### config.mk
export PLATFORM = sky130hd
export DESIGN_NAME = wdog_rst_router
export DESIGN_NICKNAME = d
export VERILOG_FILES = /design/src/rtl/wdr_pkg.sv /design/src/rtl/wdr_edge_detect.sv /design/src/rtl/wdr_pulse_gen.sv /design/src/rtl/wdr_regfile.sv /design/src/rtl/wdog_rst_router.sv
export SDC_FILE = /design/constraint.sdc
export NUM_CORES = 1
export LEC_CHECK = 0
export BUFFER_PORTS_ARGS = -buffer_cell sky130_fd_sc_hd__buf_2
export CAP_MARGIN = 0
export CORE_ASPECT_RATIO = 0.5
export CORE_UTILIZATION = 51
export CTS_CLUSTER_DIAMETER = 50
export DETAILED_ROUTE_END_ITERATION = 12
export PLACE_DENSITY = 0.8
export SYNTH_ARGS = -nofsm -noshare
export SYNTH_HDL_FRONTEND = slang
export SYNTH_HIERARCHICAL = 1
export SYNTH_SLANG_ARGS = --single-unit
### constraint.sdc
create_clock -name clk -period 3.8 [get_ports clk]
set_input_delay 0.38 -clock clk [delete_from_list [all_inputs] [get_ports clk]]
set_output_delay 0.38 -clock clk [all_outputs]
set_load 0.005 [all_outputs]
### src/rtl/wdr_pkg.sv
// Shared types for the watchdog reset control router.
// Assumes a 32-bit register bus with four byte enables.
package wdr_pkg;

    localparam int DATA_W = 32;
    localparam int BE_W   = DATA_W / 8;

    typedef logic [DATA_W-1:0] word_t;

    // Result of decoding one bus access.
    typedef enum logic [1:0] {
        ACC_NONE   = 2'd0,
        ACC_CTRL   = 2'd1,
        ACC_STATUS = 2'd2
    } acc_kind_e;

endpackage

### src/rtl/wdr_edge_detect.sv
// Rising-edge finder for the watchdog request lines.
// Assumes the inputs are already synchronous to clk. A line high at reset
// release is seen as a rising edge, because the history resets to zero.
module wdr_edge_detect #(
    parameter int NUM_WD = 3
) (
    input  logic              clk,
    input  logic              rst_n,
    input  logic [NUM_WD-1:0] req_i,
    output logic [NUM_WD-1:0] rise_o
);

    logic [NUM_WD-1:0] req_q;

    // Keep last cycle's request levels.
    always_ff @(posedge clk) begin
        if (!rst_n) req_q <= '0;
        else        req_q <= req_i;
    end

    assign rise_o = req_i & ~req_q;

    for (genvar i = 0; i < NUM_WD; i++) begin : g_chk

        single_rise_chk: assert property (@(posedge clk) disable iff (!rst_n)
            rise_o[i] |=> !rise_o[i]);
    end

endmodule

### src/rtl/wdr_pulse_gen.sv
// Fixed-length pulse generator for the CPU reset output.
// A trigger loads the down-counter with PULSE_LEN, so a trigger during
// an active pulse restarts it. Output is high while the counter is nonzero.
module wdr_pulse_gen #(
    parameter int PULSE_LEN = 4
) (
    input  logic clk,
    input  logic rst_n,
    input  logic trigger_i,
    output logic pulse_o
);

    localparam int CNT_W = $clog2(PULSE_LEN + 1);
    localparam logic [CNT_W-1:0] LOAD_VAL = CNT_W'(PULSE_LEN);

    logic [CNT_W-1:0] cnt;

    // Load on trigger, otherwise count down to zero.
    always_ff @(posedge clk) begin
        if (!rst_n)           cnt <= '0;
        else if (trigger_i)   cnt <= LOAD_VAL;
        else if (cnt != '0)   cnt <= cnt - 1'b1;
    end

    assign pulse_o = (cnt != '0);


    pulse_bound_chk: assert property (@(posedge clk) disable iff (!rst_n)
        cnt <= LOAD_VAL);


    pulse_hold_chk: assert property (@(posedge clk) disable iff (!rst_n)
        (pulse_o && cnt > 1) |=> pulse_o);

endmodule

### src/rtl/wdr_regfile.sv
// Register file of the router: one 32-bit control word per watchdog at
// consecutive word addresses, then a sticky flag register (write 1 to clear).
// Assumes a single-cycle bus. Only full aligned words act. Read data is
// registered and is zero after any cycle without a read.
module wdr_regfile
    import wdr_pkg::*;
#(
    parameter int NUM_WD = 3,
    parameter int ADDR_W = 12
) (
    input  logic              clk,
    input  logic              rst_n,
    input  logic              bus_valid_i,
    input  logic              bus_write_i,
    input  logic [ADDR_W-1:0] bus_addr_i,
    input  logic [BE_W-1:0]   bus_be_i,
    input  word_t             bus_wdata_i,
    output word_t             bus_rdata_o,
    input  logic [NUM_WD-1:0] flag_set_i,
    output logic [NUM_WD-1:0] cpu_sel_o,
    output logic [NUM_WD-1:0] flags_o
);

    localparam int IDX_W = ADDR_W - 2;
    localparam logic [IDX_W-1:0] STATUS_IDX = IDX_W'(NUM_WD);

    word_t             ctrl_q [NUM_WD];
    logic [NUM_WD-1:0] flags_q;
    logic [IDX_W-1:0]  word_idx;
    logic              full_word;
    acc_kind_e         kind;
    logic              wr_en;
    logic              rd_en;
    logic [NUM_WD-1:0] flag_clr;
    word_t             rd_val;

    assign word_idx  = bus_addr_i[ADDR_W-1:2];
    assign full_word = (bus_be_i == '1) && (bus_addr_i[1:0] == 2'b00);
    assign wr_en     = bus_valid_i && bus_write_i;
    assign rd_en     = bus_valid_i && !bus_write_i;

    // Classify the access into control, flag or nothing.
    always_comb begin
        if (!full_word)                 kind = ACC_NONE;
        else if (word_idx < STATUS_IDX) kind = ACC_CTRL;
        else if (word_idx == STATUS_IDX) kind = ACC_STATUS;
        else                            kind = ACC_NONE;
    end

    for (genvar g = 0; g < NUM_WD; g++) begin : g_ctrl
        // Hold one watchdog's control word, all ones at reset.
        always_ff @(posedge clk) begin
            if (!rst_n)
                ctrl_q[g] <= '1;
            else if (wr_en && kind == ACC_CTRL && word_idx == IDX_W'(g))
                ctrl_q[g] <= bus_wdata_i;
        end
        assign cpu_sel_o[g] = ctrl_q[g][0];
    end

    assign flag_clr = (wr_en && kind == ACC_STATUS) ? bus_wdata_i[NUM_WD-1:0] : '0;

    // Sticky flags: a set beats a clear on the same edge.
    always_ff @(posedge clk) begin
        if (!rst_n) flags_q <= '0;
        else        flags_q <= (flags_q & ~flag_clr) | flag_set_i;
    end

    assign flags_o = flags_q;

    // Pick the read value for the decoded word.
    always_comb begin
        rd_val = '0;
        if (kind == ACC_CTRL) begin
            for (int g = 0; g < NUM_WD; g++) begin
                if (word_idx == IDX_W'(g)) rd_val = ctrl_q[g];
            end
        end else if (kind == ACC_STATUS) begin
            rd_val = DATA_W'(flags_q);
        end
    end

    // Register read data; zero when no read was requested.
    always_ff @(posedge clk) begin
        if (!rst_n)     bus_rdata_o <= '0;
        else if (rd_en) bus_rdata_o <= rd_val;
        else            bus_rdata_o <= '0;
    end


    bad_read_zero_chk: assert property (@(posedge clk) disable iff (!rst_n)
        (rd_en && !full_word) |=> (bus_rdata_o == '0));


    idle_rdata_zero_chk: assert property (@(posedge clk) disable iff (!rst_n)
        !rd_en |=> (bus_rdata_o == '0));

    for (genvar g = 0; g < NUM_WD; g++) begin : g_flag_chk

        flag_clear_chk: assert property (@(posedge clk) disable iff (!rst_n)
            (flag_clr[g] && !flag_set_i[g]) |=> !flags_q[g]);
    end

endmodule

### src/rtl/wdog_rst_router.sv
// Watchdog reset control router.
// Turns watchdog rising edges into a CPU reset pulse when the watchdog's
// control word selects the CPU (bit 0). Otherwise it flags the request as
// unsupported. Assumes synchronous request inputs and a single-cycle bus.
module wdog_rst_router
    import wdr_pkg::*;
#(
    parameter int NUM_WD    = 3,
    parameter int PULSE_LEN = 4,
    parameter int ADDR_W    = 12
) (
    input  logic              clk,
    input  logic              rst_n,
    input  logic [NUM_WD-1:0] wd_req_i,
    input  logic              bus_valid_i,
    input  logic              bus_write_i,
    input  logic [ADDR_W-1:0] bus_addr_i,
    input  logic [3:0]        bus_be_i,
    input  logic [31:0]       bus_wdata_i,
    output logic [31:0]       bus_rdata_o,
    output logic              cpu_rst_o
);

    logic [NUM_WD-1:0] rise;
    logic [NUM_WD-1:0] cpu_sel;
    logic [NUM_WD-1:0] flags;
    logic [NUM_WD-1:0] unsup_set;
    logic              fire_cpu;

    wdr_edge_detect #(.NUM_WD(NUM_WD)) u_edge (
        .clk    (clk),
        .rst_n  (rst_n),
        .req_i  (wd_req_i),
        .rise_o (rise)
    );

    wdr_regfile #(.NUM_WD(NUM_WD), .ADDR_W(ADDR_W)) u_regs (
        .clk         (clk),
        .rst_n       (rst_n),
        .bus_valid_i (bus_valid_i),
        .bus_write_i (bus_write_i),
        .bus_addr_i  (bus_addr_i),
        .bus_be_i    (bus_be_i),
        .bus_wdata_i (bus_wdata_i),
        .bus_rdata_o (bus_rdata_o),
        .flag_set_i  (unsup_set),
        .cpu_sel_o   (cpu_sel),
        .flags_o     (flags)
    );

    // Route each edge: CPU-selecting edges merge into one trigger.
    assign fire_cpu  = |(rise & cpu_sel);
    assign unsup_set = rise & ~cpu_sel;

    wdr_pulse_gen #(.PULSE_LEN(PULSE_LEN)) u_pulse (
        .clk       (clk),
        .rst_n     (rst_n),
        .trigger_i (fire_cpu),
        .pulse_o   (cpu_rst_o)
    );


    cpu_fire_pulse_chk: assert property (@(posedge clk) disable iff (!rst_n)
        fire_cpu |=> cpu_rst_o);


    pulse_cause_chk: assert property (@(posedge clk) disable iff (!rst_n)
        $rose(cpu_rst_o) |-> $past(fire_cpu));

    for (genvar i = 0; i < NUM_WD; i++) begin : g_route_chk

        unsup_flag_chk: assert property (@(posedge clk) disable iff (!rst_n)
            unsup_set[i] |=> flags[i]);
    end

endmodule

==> impl_metrics.ini <==
[clock_network]
cts_num_sinks = 137
clk_pin_slew_ns = 0.05
clock_latency_ns = 0.42
htree_num_levels = 4
post_cts_resized = 0
cts_buffers = 17
hold_buffers = 0
cts_setup_buffers = 0
root_buffer = clkbuf_16
max-clock-path-buffers = 2
cts_tree = built

[worst_setup_path]
critPathKind = input pin to flip-flop
slowest_stage = or2_2
startpoint_type = input pin
required_ns = 3.89
worst-r2r-setup-slack_ns = 2.39
crit_buf_inv = 2
cp_slowest_stage_delay_ns = 0.68
cp.arrival_ns = 2.28
critPathTopFamily = buffers and inverters
crit_chain = buf_2, or2_2, o21ai_4, buf_4
cp_max_fo = 37
endpoint_kind = flip-flop

[synth]
synth-edff-count = 96
synth.yosys.seq_area_share_pct = 66.37
yosysTopAreaCellShare_pct = 51.66
async_flop_share_pct = 0
synth.cell_area_mm2 = 0.005580
synth_mux_area_share_pct = 0.2018
synth_simple_gate_area_share_pct = 18.05
synth_largest_area_cell = edfxtp_1
yosys_register_bits = 137
postSynthAreaPerCell_um2 = 12.51
synth_common_cells = nand2b_1 (97), edfxtp_1 (96), dfxtp_1 (41), inv_1 (39), o21ai_0 (35)
synth_xor_area_share_pct = 0.1570
ys_warn_count = 6
ys.flop_type = edfxtp_1
yosysMostFrequentCell = nand2b_1
synth_compound_area_share_pct = 9.574
syn_inst = 446
synthDistinctLibCells = 38
synth_area_leaders = edfxtp_1 (52%), dfxtp_1 (15%), nand2b_1 (11%), o221ai_1 (5.0%), o21ai_0 (3.1%)
synth_top_family_by_area = simple AND/OR/NAND/NOR gates
synth_fa_ha_area_share_pct = 0.6726
synth_nets = 504

[die]
die_h_um = 75.97
core_mm2 = 0.01041
ios = 88
start_util_pct = 53.61
num_rows = 26
dieArea_mm2 = 0.01139
die_x_um = 149.9

[detailed_routing]
vias = 3741
drt-vias-per-instance = 5.461
avgRoutedWirePerCell_um = 17.29
ant_nets = 0
dr.pass1.iters = 4
drcViolationCount = 0
drt-total-wl_mm = 11.85
drt_iter0_drc = 366

[timing]
hold_viol_final = 0
slew_viol_final = 0
tightest_slew_ns = 1.130
period_share_pct = 57.67
min_period_ns = 2.191
slew_headroom_pct = 24.39
max_freq_mhz = 456.3
finalSetupViolCount = 0
finClkSkew_ns = 0.006226
rsz0062_at_grt = false
fin_setup_tns_ns = 0

[job]
max-cap-violations = 0

[power_and_ir_drop]
clockPowerShare_pct = 48.1
p_comb_share_pct = 5.2
pwr-share-seq_pct = 46.7
switching_share_pct = 20.44
leakage_nw = 2.619
power.internal_mw = 2.855
pwr_density_cell_mw_per_mm2 = 527.1
irDropWorstVdd_mv = 0.3519
power_switching_mw = 0.7333

[finish]
diodes = 0
nets = 590
drive_above_1_share_pct = 25.69
utilization_pct = 65.40
fill_cells = 753
area_growth_pct = 22.00

[grt]
grt_pass1_vias = 3832
groute.usage.overall_pct = 22.83
grt_max_degree = 38
overflow = 0
grt_pass1_wl_mm = 19.36
antenna_found_initial = 0

[place]
gp_congestion = 0.7548
dp_hpwl_mm = 7.339
io_buffers = 87

[min_path]
hp-class = input pin to flip-flop

[outcome]
status = complete, no violations
[state kept, by name, summed over array words and instances (netlist names)]
| name | cells |
|---|---|
| u_regs/ctrl_q | 96 |
| u_edge/req_q | 3 |
| u_regs/flags_o | 3 |
| u_pulse/cnt | 3 |
| u_regs/bus_rdata_o | 32 |
[final timing paths]
path,from,to,depth (start not counted)
worst min-delay path,wd_req_i[1],u_edge/req_q[1]$_SDFF_PN0_,2
worst min register to register,u_regs/flags_o[0]$_SDFF_PN0_,u_regs/bus_rdata_o[0]$_SDFF_PN0_,1
worst max register to register,u_pulse/cnt[0]$_SDFFE_PP0P_,u_pulse/cnt[2]$_SDFFE_PN0P_,5
worst max-delay path,bus_addr_i[2],u_regs/ctrl_q[0][21]$_SDFFCE_PN1P_,4
[power groups by stage]
| stage | registers [mW] | clock network, mW | logic [mW] |
|---|---|---|---|
| 6_report | 1.68 | 1.73 | 0.186 |
| 5_1_grt | 1.68 | 1.82 | 0.208 |
| 4_1_cts | 1.68 | 1.75 | 0.188 |
| 3_5_place_dp | 1.71 | 0 | 0.186 |
| 3_3_place_gp | 1.70 | 0 | 0.180 |
| 2_1_floorplan | 1.70 | 0 | 0.111 |
[through the flow]
step	hold WS (ns)	total power, mW	std cells	worst slack, ns	cell area, µm²
3_5_place_dp	0.4732	1.891	653	1.190	6170
6_report	0.1848	3.588	685	1.609	6808
5_1_grt	0.1834	3.708	685	1.491	6808
4_1_cts	0.1751	3.617	685	1.614	6808
2_1_floorplan	0.4272	1.812	446	0.1391	5580
3_3_place_gp	0.4560	1.883	653	1.236	6170
[kinds of logic (layout without fill, tap and decap cells)]
family,after synthesis,in the layout
AO/OA/AOI/OAI,76,76
multiplexers,1,1
flip-flops,137,137
XOR/XNOR,1,1
AND/OR/NAND/NOR,161,161
adder cells (fa/ha/maj),3,3
buffers and inverters,67,166
[layer usage]
metal | GRT usage, % | wire length, µm | vias to the layer above
met4 | 10.10 | 234 | 0
met1 | 28.80 | 4997 | 1852
met3 | 6.325 | 720 | 23
li1 | - | - | 1748
met2 | 36.85 | 5894 | 118
met5 | 0 | 0 | -
[layout by cell type (no fill, tap or decap), types with 3 or more instances in the layout]
cell type and instances:
inv_1 39, nand2_1 3, nor2b_1 3, o221ai_1 32, and2_1 3, edfxtp_1 96
a41oi_1 3, or4_1 4, nor2_1 31, clkbuf_16 20, ha_1 3, o21ai_4 3
buf_2 87, o21ai_0 32, buf_4 8, nand2b_1 97, nor2b_4 3, dfxtp_1 41
[cell type report]
cell class / instances / area [µm²] / area share (%)
Clock inverter: 8 / 102.6 / 1.507
Tap cell: 140 / 175.2 / 2.573
Inverter: 39 / 146.4 / 2.150
Clock buffer: 24 / 535.5 / 7.866
Multi-Input combinational cell: 242 / 1649 / 24.22
Timing Repair Buffer: 95 / 495.5 / 7.278
Sequential cell: 137 / 3704 / 54.40
Note: power is estimated with default switching activity, not from simulation.
